[src/rtl/fpm_pkg.sv]
// Shared widths, derived sizes and the unpacked-operand record used by the
// single-precision multiplier. Assumes an IEEE-style binary format with a
// hidden leading one and a bias of 2^(EXP_W-1)-1.
package fpm_pkg;
    parameter int EXP_W    = 8;
    parameter int FRAC_W   = 23;
    parameter int MUL_STEP = 4;

    localparam int SIG_W      = FRAC_W + 1;
    localparam int WORD_W     = 1 + EXP_W + FRAC_W;
    localparam int BIAS       = (1 << (EXP_W - 1)) - 1;
    localparam int XEXP_W     = EXP_W + 3;
    localparam int PROD_W     = 2 * SIG_W;
    localparam int MUL_CYCLES = (SIG_W + MUL_STEP - 1) / MUL_STEP;
    localparam int EMAX_FIELD = (1 << EXP_W) - 1;

    // Canonical quiet NaN without its sign bit.
    localparam logic [WORD_W-2:0] QNAN_MAG = {{EXP_W{1'b1}}, 1'b1, {(FRAC_W-1){1'b0}}};

    typedef struct packed {
        logic              sign;
        logic              zero;
        logic              inf;
        logic              nan;
        logic [XEXP_W-1:0] exp;   // two's complement biased exponent
        logic [SIG_W-1:0]  sig;   // leading one at SIG_W-1 for finite nonzero
    } fpm_opnd_t;
endpackage

[src/rtl/fpm_unpack.sv]
// Splits one packed operand into class flags, a signed biased exponent and a
// significand with its leading one in the top bit. Subnormals are shifted
// left by their leading-zero count and their exponent lowered to match.
// Assumes nothing about the operand; purely combinational.
module fpm_unpack
    import fpm_pkg::*;
(
    input  logic [WORD_W-1:0] raw,
    output fpm_opnd_t         opnd
);
    localparam int LZ_W = $clog2(SIG_W + 1);

    logic [EXP_W-1:0]  efield;
    logic [FRAC_W-1:0] ffield;
    logic [SIG_W-1:0]  sub_mant;
    logic [LZ_W-1:0]   lz;
    logic              seen;

    assign efield   = raw[WORD_W-2 -: EXP_W];
    assign ffield   = raw[FRAC_W-1:0];
    assign sub_mant = {1'b0, ffield};

    // Count leading zeros of the subnormal significand.
    always_comb begin
        lz   = '0;
        seen = 1'b0;
        for (int i = SIG_W - 1; i >= 0; i--) begin
            if (!seen) begin
                if (sub_mant[i]) seen = 1'b1;
                else             lz   = lz + LZ_W'(1);
            end
        end
    end

    // Classify the operand and produce its normalised fields.
    always_comb begin
        opnd.sign = raw[WORD_W-1];
        opnd.nan  = (&efield) && (|ffield);
        opnd.inf  = (&efield) && !(|ffield);
        opnd.zero = (efield == '0) && (ffield == '0);
        if (efield == '0) begin
            opnd.sig = sub_mant << lz;
            opnd.exp = XEXP_W'(1) - XEXP_W'(lz);
        end else begin
            opnd.sig = {1'b1, ffield};
            opnd.exp = XEXP_W'(efield);
        end
    end
endmodule

[src/rtl/fpm_sigmul.sv]
// Iterative unsigned shift-and-add multiplier. Consumes STEP multiplier bits
// per cycle and raises prod_vld for one cycle after CYC steps. A load while
// running restarts it. Assumes the caller holds no expectation on prod
// before prod_vld.
module fpm_sigmul #(
    parameter int W    = 24,
    parameter int STEP = 4
) (
    input  logic           clk,
    input  logic           rst_n,
    input  logic           load,
    input  logic [W-1:0]   mcand,
    input  logic [W-1:0]   mplier,
    output logic [2*W-1:0] prod,
    output logic           prod_vld
);
    localparam int PW   = 2 * W;
    localparam int CYC  = (W + STEP - 1) / STEP;
    localparam int CW   = $clog2(CYC + 1);

    logic [PW-1:0] acc, mc_sh, pp_sum;
    logic [W-1:0]  mp_sh;
    logic [CW-1:0] left;
    logic          run;

    // Partial products for the STEP low multiplier bits of this cycle.
    logic [PW-1:0] pp_row [STEP];
    for (genvar j = 0; j < STEP; j++) begin : g_row
        assign pp_row[j] = mp_sh[j] ? (mc_sh << j) : '0;
    end

    // Sum the partial-product rows.
    always_comb begin
        pp_sum = '0;
        for (int j = 0; j < STEP; j++) pp_sum = pp_sum + pp_row[j];
    end

    // Step the accumulation and signal completion.
    always_ff @(posedge clk) begin
        if (!rst_n) begin
            acc      <= '0;
            mc_sh    <= '0;
            mp_sh    <= '0;
            left     <= '0;
            run      <= 1'b0;
            prod_vld <= 1'b0;
        end else begin
            prod_vld <= 1'b0;
            if (load) begin
                acc   <= '0;
                mc_sh <= PW'(mcand);
                mp_sh <= mplier;
                left  <= CW'(CYC);
                run   <= 1'b1;
            end else if (run) begin
                acc   <= acc + pp_sum;
                mc_sh <= mc_sh << STEP;
                mp_sh <= mp_sh >> STEP;
                left  <= left - CW'(1);
                if (left == CW'(1)) begin
                    run      <= 1'b0;
                    prod_vld <= 1'b1;
                end
            end
        end
    end

    assign prod = acc;
endmodule

[src/rtl/fpm_normround.sv]
// Normalises a significand product in [1,4), denormalises it when the
// exponent is below the normal range, rounds once to nearest-even and packs
// the word. Assumes both operands were finite and nonzero (prod top two bits
// not both zero). Sign is attached here as the final step.
module fpm_normround
    import fpm_pkg::*;
(
    input  logic              sign,
    input  logic [XEXP_W-1:0] exp_sum,
    input  logic [PROD_W-1:0] prod,
    output logic [WORD_W-1:0] word,
    output logic              ovf,
    output logic              unf
);
    localparam int XW = SIG_W + 3;
    localparam logic signed [XEXP_W-1:0] ONE_S  = XEXP_W'(1);
    localparam logic signed [XEXP_W-1:0] EMAX_S = XEXP_W'(EMAX_FIELD);

    logic                     hi;
    logic [SIG_W-1:0]         mant;
    logic                     g_bit, r_bit, s_bit;
    logic signed [XEXP_W-1:0] e_norm, e_fin;
    logic [XEXP_W-1:0]        shift_amt;
    logic                     denorm;
    logic [XW-1:0]            xv, yv;
    logic                     lost;
    int                       sh_i;
    logic [SIG_W-1:0]         kept;
    logic                     up;
    logic [SIG_W:0]           kr;

    // Single normalising shift when the product reached two.
    always_comb begin
        hi = prod[PROD_W-1];
        if (hi) begin
            mant  = prod[PROD_W-1 -: SIG_W];
            g_bit = prod[PROD_W-1-SIG_W];
            r_bit = prod[PROD_W-2-SIG_W];
            s_bit = |prod[PROD_W-3-SIG_W:0];
        end else begin
            mant  = prod[PROD_W-2 -: SIG_W];
            g_bit = prod[PROD_W-2-SIG_W];
            r_bit = prod[PROD_W-3-SIG_W];
            s_bit = |prod[PROD_W-4-SIG_W:0];
        end
        e_norm = $signed(exp_sum) + $signed(XEXP_W'(hi));
    end

    // Right shift into subnormal form, folding lost bits into sticky.
    always_comb begin
        denorm    = e_norm < ONE_S;
        shift_amt = XEXP_W'(ONE_S - e_norm);
        if (!denorm)                   sh_i = 0;
        else if (shift_amt > XEXP_W'(XW)) sh_i = XW;
        else                           sh_i = int'(shift_amt);
        xv   = {mant, g_bit, r_bit, s_bit};
        lost = 1'b0;
        for (int i = 0; i < XW; i++) begin
            if (i < sh_i) lost = lost | xv[i];
        end
        yv    = xv >> sh_i;
        yv[0] = yv[0] | lost;
    end

    // Round to nearest, ties to even.
    always_comb begin
        kept = yv[XW-1:3];
        up   = yv[2] & (yv[1] | yv[0] | kept[0]);
        kr   = {1'b0, kept} + (SIG_W+1)'(up);
    end

    // Range checks and packing; the sign goes on last.
    always_comb begin
        e_fin = e_norm + $signed(XEXP_W'(kr[SIG_W]));
        ovf   = 1'b0;
        unf   = 1'b0;
        if (denorm) begin
            unf  = 1'b1;
            word = {sign, EXP_W'(kr[SIG_W-1]), kr[FRAC_W-1:0]};
        end else if (e_fin >= EMAX_S) begin
            ovf  = 1'b1;
            word = {sign, {EXP_W{1'b1}}, {FRAC_W{1'b0}}};
        end else begin
            word = {sign, e_fin[EXP_W-1:0], kr[FRAC_W-1:0]};
        end
    end
endmodule

[src/rtl/fpm_special.sv]
// Decides whether the product is fixed by operand classes alone (NaN,
// infinity, zero) and builds that word. Assumes the operands come from
// fpm_unpack. NaN outputs are always the canonical quiet NaN.
module fpm_special
    import fpm_pkg::*;
(
    input  fpm_opnd_t         opa,
    input  fpm_opnd_t         opb,
    input  logic              sign,
    output logic              hit,
    output logic [WORD_W-1:0] word
);
    logic make_nan, make_inf, make_zero;

    // Priority: NaN, then infinity, then zero.
    always_comb begin
        make_nan  = opa.nan || opb.nan || (opa.zero && opb.inf) || (opa.inf && opb.zero);
        make_inf  = !make_nan && (opa.inf || opb.inf);
        make_zero = !make_nan && !make_inf && (opa.zero || opb.zero);
        hit       = make_nan || make_inf || make_zero;
        if (make_nan)      word = {1'b0, QNAN_MAG};
        else if (make_inf) word = {sign, {EXP_W{1'b1}}, {FRAC_W{1'b0}}};
        else               word = {sign, {(WORD_W-1){1'b0}}};
    end
endmodule

[src/rtl/fp32_mul_seq.sv]
// Sequential single-precision multiplier top. Accepts a start while idle,
// registers the unpacked operands, runs the iterative significand product,
// then registers the packed result with a one-cycle done. Assumes start is
// synchronous to clk; starts while busy are dropped.
module fp32_mul_seq
    import fpm_pkg::*;
(
    input  logic              clk,
    input  logic              rst_n,
    input  logic              start,
    input  logic [WORD_W-1:0] op_a,
    input  logic [WORD_W-1:0] op_b,
    output logic              busy,
    output logic              done,
    output logic [WORD_W-1:0] result,
    output logic              ovf,
    output logic              unf
);
    localparam logic [XEXP_W-1:0] BIAS_X = XEXP_W'(BIAS);

    typedef enum logic {ST_IDLE, ST_MUL} state_t;

    state_t            state;
    fpm_opnd_t         ua, ub, opa_q, opb_q;
    logic              accept;
    logic [PROD_W-1:0] prod;
    logic              prod_vld;
    logic              res_sign;
    logic [XEXP_W-1:0] exp_sum;
    logic [WORD_W-1:0] arith_word, spec_word;
    logic              arith_ovf, arith_unf, spec_hit;
    logic              done_q, ovf_q, unf_q;
    logic [WORD_W-1:0] result_q;

    fpm_unpack u_unpack_a (.raw(op_a), .opnd(ua));
    fpm_unpack u_unpack_b (.raw(op_b), .opnd(ub));

    assign accept = start && (state == ST_IDLE);

    fpm_sigmul #(.W(SIG_W), .STEP(MUL_STEP)) u_sigmul (
        .clk      (clk),
        .rst_n    (rst_n),
        .load     (accept),
        .mcand    (ua.sig),
        .mplier   (ub.sig),
        .prod     (prod),
        .prod_vld (prod_vld)
    );

    // Biased exponent sum with one bias removed; sign kept apart.
    assign exp_sum  = opa_q.exp + opb_q.exp - BIAS_X;
    assign res_sign = opa_q.sign ^ opb_q.sign;

    fpm_normround u_normround (
        .sign    (res_sign),
        .exp_sum (exp_sum),
        .prod    (prod),
        .word    (arith_word),
        .ovf     (arith_ovf),
        .unf     (arith_unf)
    );

    fpm_special u_special (
        .opa  (opa_q),
        .opb  (opb_q),
        .sign (res_sign),
        .hit  (spec_hit),
        .word (spec_word)
    );

    // Control sequence and operand capture.
    always_ff @(posedge clk) begin
        if (!rst_n) begin
            state <= ST_IDLE;
            opa_q <= '0;
            opb_q <= '0;
        end else begin
            if (accept) begin
                state <= ST_MUL;
                opa_q <= ua;
                opb_q <= ub;
            end else if (state == ST_MUL && prod_vld) begin
                state <= ST_IDLE;
            end
        end
    end

    // Result register, flags and completion pulse.
    always_ff @(posedge clk) begin
        if (!rst_n) begin
            done_q   <= 1'b0;
            result_q <= '0;
            ovf_q    <= 1'b0;
            unf_q    <= 1'b0;
        end else begin
            done_q <= 1'b0;
            if (state == ST_MUL && prod_vld) begin
                done_q   <= 1'b1;
                result_q <= spec_hit ? spec_word : arith_word;
                ovf_q    <= spec_hit ? 1'b0 : arith_ovf;
                unf_q    <= spec_hit ? 1'b0 : arith_unf;
            end
        end
    end

    assign busy   = (state == ST_MUL);
    assign done   = done_q;
    assign result = result_q;
    assign ovf    = ovf_q;
    assign unf    = unf_q;
endmodule

[config.mk]
export PLATFORM = sky130hd
export DESIGN_NAME = fp32_mul_seq
export DESIGN_NICKNAME = d
export VERILOG_FILES = /design/src/rtl/fpm_pkg.sv /design/src/rtl/fpm_unpack.sv /design/src/rtl/fpm_sigmul.sv /design/src/rtl/fpm_normround.sv /design/src/rtl/fpm_special.sv /design/src/rtl/fp32_mul_seq.sv
export SDC_FILE = /design/constraint.sdc
export NUM_CORES = 1
export LEC_CHECK = 0
export ABC_AREA = 1
export CAP_MARGIN = 20
export CORE_ASPECT_RATIO = 0.75
export CORE_MARGIN = 1
export CORE_UTILIZATION = 30
export CTS_BUF_LIST = sky130_fd_sc_hd__clkbuf_8 sky130_fd_sc_hd__clkbuf_16
export CTS_CLUSTER_DIAMETER = 40
export DETAILED_ROUTE_END_ITERATION = 8
export DONT_BUFFER_PORTS = 1
export GPL_TIMING_DRIVEN = 0
export MAX_ROUTING_LAYER = met4
export SLEW_MARGIN = 20
export SYNTH_ARGS = -nofsm -noshare
export SYNTH_HDL_FRONTEND = slang
export SYNTH_HIERARCHICAL = 1
export SYNTH_SLANG_ARGS = --single-unit
[constraint.sdc]
create_clock -name clk -period 23.5 [get_ports clk]
set_input_delay 4.7 -clock clk [delete_from_list [all_inputs] [get_ports clk]]
set_output_delay 4.7 -clock clk [all_outputs]
set_load 0.01 [all_outputs]
# Word-level counts from Yosys, hierarchy flattened
# Cells that the tools add are included.
# word_totals
register_bits	191
input_bits	67
out_inout_bits	36
elab_cells	424
# op_classes
add_sub_neg	57
magnitude_cmp	30
eq_ne	1
shifts	3
mux	238
bitwise_logic	34
n_reduce_logical	38
# ops
op	n
$mux 5	88
$lt 6x32->1 const A	11
$lt 5x32->1 const A	8
$add 5x1->5 const B	44
$add 48x48->48	4
$mux 48	4
$lt 4x32->1 const A	4
$mux 1	128
$mux 24	5
$mux 32	3
$mux 31	3
$mux 35	2
$lt 3x32->1 const A	2
$shl 23x5->24	2
$logic_not 23->1	2
$reduce_or 23->1	2
$lt 1x32->1 const A	1
$lt 2x32->1 const A	1
$shr 27x32->27	1
$or 1x1->1	29
$add 24x1->25	1
$add 11x2->11	2
$reduce_or 22->1	1
$reduce_or 21->1	1
other kinds (23)	52

# Depth between registers and ports, before layout
# logic_depth
depth_word	71
depth_mapped	75
depth_no_buf	74

# Modules after synthesis
# The synthesis kept the hierarchy.
# modules_own_cells
mod	n_inst	cells_each	area_each_um2	seq_area_each_um2
fpm_sigmul	1	2072	13304.0	2502.4
fpm_unpack	2	713	3637.2	0.0
fp32_mul_seq	1	608	4941.0	2282.2
fpm_normround	1	869	4092.7	0.0
fpm_special	1	41	279.0	0.0

# Least setup slack after synthesis
# OpenSTA, ideal clock, no wires.
# synth_timing
path_type	input to register
start	input port op_a[20]
end	register u_sigmul.mc_sh[19]
arrival_ns	13.191
required_ns	23.414
path_slack_ns	10.223
path_stages	69
path_buffers	1
path_cell_list	nor2_2 -> nand2_2 -> inv_4 -> a21oi_4 -> o21ai_0 -> inv_1 -> ha_1 -> inv_1 -> o21ai_0 -> nand2_1 -> nand2_1 -> ha_1 -> inv_1 -> nor2_1 -> nand2_1 -> nand2_1 -> nand2_1 -> nand2_1 -> (+33 left out) -> inv_1 -> nand2_1 -> inv_2 -> ha_1 -> nor3_1 -> nor2_2 -> ha_1 -> nand2_1 -> nand2_2 -> inv_2 -> buf_4 -> o21ai_0 -> nand2_1 -> nor2_1 -> nand3_1 -> nand3_1 -> o21ai_0 -> a211oi_1
# synth_lines
element	line_no	source
from (decl)	fp32_mul_seq.sv:11	input logic [WORD_W-1:0] op_a,
to (signal assigned)	fpm_sigmul.sv:51	mc_sh <= PW'(mcand);
to (signal assigned)	fpm_sigmul.sv:57	mc_sh <= mc_sh << STEP;
to (decl)	fpm_sigmul.sv:21	logic [PW-1:0] acc, mc_sh, pp_sum;

==> metrics.md <==
| Metric | Value |
|---|---|
| Syn Std Cell Area | about 28000 µm² |
| Worst-path cell with the longest stage delay | o21ai_0 |
| Average instance area after synthesis | 5.88 µm² |
| DR top layer | met4 |
| CTS tree | built |
| Count of inserted antenna diode cells | 0 |
| Nets@finish | 5172 |
| TritonRoute pass-1 iters | 8 |
| RD Place Congestion | 0.973 |
| Wire length after detailed routing | 98400 µm |
| Number of global-route vias before repair | 27400 |
| Setup crit start kind | input port |
| Antenna violations before repair | 0 |
| First-pass GRT wire length | 155000 µm |
| Post-DP HPWL | 82800 µm |
| Worst EP required | 23.89 ns |
| Final critical-path share of the clock period | 59.9% |
| Vias after detailed routing | 29800 |
| Die width | 357 µm |
| Number of CTS-inserted buffers | 17 |
| Effective utilization at floorplan | 30.3% |
| Clock Sink Count | around 190 |
| Clock-pin slew on the worst setup and hold paths | ~0.08 ns |
| Count of port buffers added during placement | 0 |
| Clock skew | ~0.030 ns |
| Library cell used as clock root buffer | clkbuf_16 |
| Number of cells in the finished layout apart from fillers | 6104 |
| Clock Path Buffers | 2 |
| Synth Instances | 4815 |
| Std-Cell Core Area | 93500 µm² |
| Run status | complete, but fails checks |
| Detailed-route wire length on metal 1 | 49700 µm |
| Hold WS | ~0.46 ns |
| Hold-fix buffers, CTS | 0 |
| Switching portion of total power | 49.3% |
| Fraction of final layout cells with drive strength greater than 1 | 9.31% |
| PostCTS Resize Cnt | 0 |
| RSZ-0062 raised after global routing | no |
| Clock share of power | 21.8% |
| Total met3 wirelength after detailed routing | 9980 µm |
| Min Clock Period, post-route | 14.07 ns |
| Number of maximum-capacitance constraint violations | 0 |
| Per-cell routed wire length | 16.1 µm |
| Setup violations, final | 0 |
| Upper clock frequency limit | 0.0711 GHz |
| Actual slew at the worst max-slew pin | roughly 1.0 ns |
| Largest net degree at the start of global routing | 18 |
| Post-route standard cell area excluding fillers | 30500 µm² |
| Global route overflow | 0 |
| Skew-Pair Late Insertion Delay | 0.48 ns |
| Critical Path AT | approximately 14 ns |
| Fin util | between 30% and 40% |
| Sw Pwr | 0.679 mW |
| Synth warn | 6 |
| Starting DRT DRC Count | 2714 |
| Num rows | 97 |
| Worst path max stage delay | 0.35 ns |
| Capturing element type of the critical path | flip-flop |
| Worst voltage drop across the vdd grid | about 47 µV |
| Y dimension of the die | about 270 µm |
| Combinational cell fraction of total power | about half |
| Placed instance count | approximately 6100 |
| Die area | 95500 µm² |
| Critical Path Most Common Cell | nand2_1 |
| Static leakage power | 16.1 nW |
| Number of vias per cell after detailed routing | 4.88 |
| Tightest Hold Check Type | flip-flop to flip-flop |
| Final routed DRC violation total | 1 |
| H-tree Lvls | 4 |
| Signed area change from the synthesized netlist to the final layout | 7.72% |
| Worst setup path start | op_a[20] |
| Setup tns final | 0 ns |
| Flop pwr share | 26.5% |
| Post-CTS Repair Setup Buffers | 0 |
| Filler cell count | ~11000 |
| Critical path class | input port to flip-flop |
| Violations in the final reports | design-rule violations |
| Crit path max fanout | 10 |
| Hold path startpoint | opb_q[31] |
| Met2 wire length | 38000 µm |
| Startpoint of the worst register-to-register path | opa_q[25] |
| Power density of the placed cells | 45.2 nW/µm² |
| Final Slew Violations | 0 |
| Remaining number of nets flagged by the antenna check after routing | 0 |
| Total I/O pin count | a little over 100 |
| Internal power of the cells | about 0.70 mW |
| Post-DP Area | 29900 µm² |
| Overall routing resource usage | 21.1% |
| Relative slew slack | about a third |
| Final hold violation count | 0 |
[critical path: cells and delay by family]
family | cells | cell delay (ns)
fa+ha+maj | 11 | 3.10
compound gates | 12 | 1.91
simple gates | 32 | 3.79
buf+inv | 14 | 0.93
[worst paths after layout]
| path | cells after the start | slack, ns | endpoint |
|---|---|---|---|
| worst max register to register | 45 | 14.79 | result[23] |
| worst min-delay path | 2 | 0.46 | opb_q[31] |
| worst min register to register | 2 | 0.46 | opb_q[31] |
| worst max-delay path | 69 | 9.43 | u_sigmul/mc_sh[23] |
[area by class of cell]
| cell class | instances | area (µm²) | share of cell area (%) |
|---|---|---|---|
| multi-input cells | 3508 | 19900 | 65.3 |
| flip-flops and latches | 191 | 3820 | 12.5 |
| inverters | 937 | 3530 | 11.6 |
| well taps | 1237 | 1550 | 5.08 |
| plain buffers | 200 | 1120 | 3.68 |
| clock buffers | 19 | 453 | 1.49 |
| clock inverters | 12 | 103 | 0.337 |
[through the flow]
| step | setup slack, ns | total power [mW] |
|---|---|---|
| after detailed placement | 9.01 | 1.06 |
| final | 9.43 | 1.38 |
| after CTS | 9.47 | 1.37 |
| after floorplan | 10.25 | 0.867 |
| after global routing | 8.53 | 1.48 |
| after global placement | 9.03 | 1.06 |
[layer usage]
layer,vias to the layer above,GRT usage [%]
met2,1047,28.9
met5,-,-
li1,15000,-
met1,13700,31.5
met3,69,5.02
met4,0,2.63
[registers in the layout, indices dropped and copies added (netlist names)]
name               flops
u_sigmul/prod_vld      1
unf                    1
u_sigmul/mc_sh        48
done                   1
u_sigmul/run           1
result                32
opb_q                 15
u_sigmul/mp_sh        24
busy                   1
u_sigmul/left          3
u_sigmul/prod         48
opa_q                 15
ovf                    1
[power groups by stage]
stage | sequential [mW] | combinational (mW) | clock [mW]
final | 0.365 | 0.713 | 0.301
after global routing | 0.367 | 0.793 | 0.320
after CTS | 0.363 | 0.698 | 0.306
after detailed placement | 0.371 | 0.693 | 0
after global placement | 0.371 | 0.694 | 0
after floorplan | 0.360 | 0.507 | 0
[placed cells by master (no fill, tap or decap), types with 29 or more instances in the layout]
master / n
o221ai_1: 29
nand2_1: 1465
o21ai_1: 79
o21ai_0: 214
a21oi_1: 180
fa_1: 137
ha_1: 113
inv_1: 865
nand3_1: 398
dfxtp_1: 191
clkbuf_1: 79
nor2_1: 338
buf_2: 38
nand2_2: 71
nor2_2: 41
nor2_4: 30
xor2_1: 34
nand4_1: 40
nand3_2: 31
inv_2: 59
mux2i_1: 31
buf_4: 47
nor3_1: 55
(Power assumes the default switching activity.)
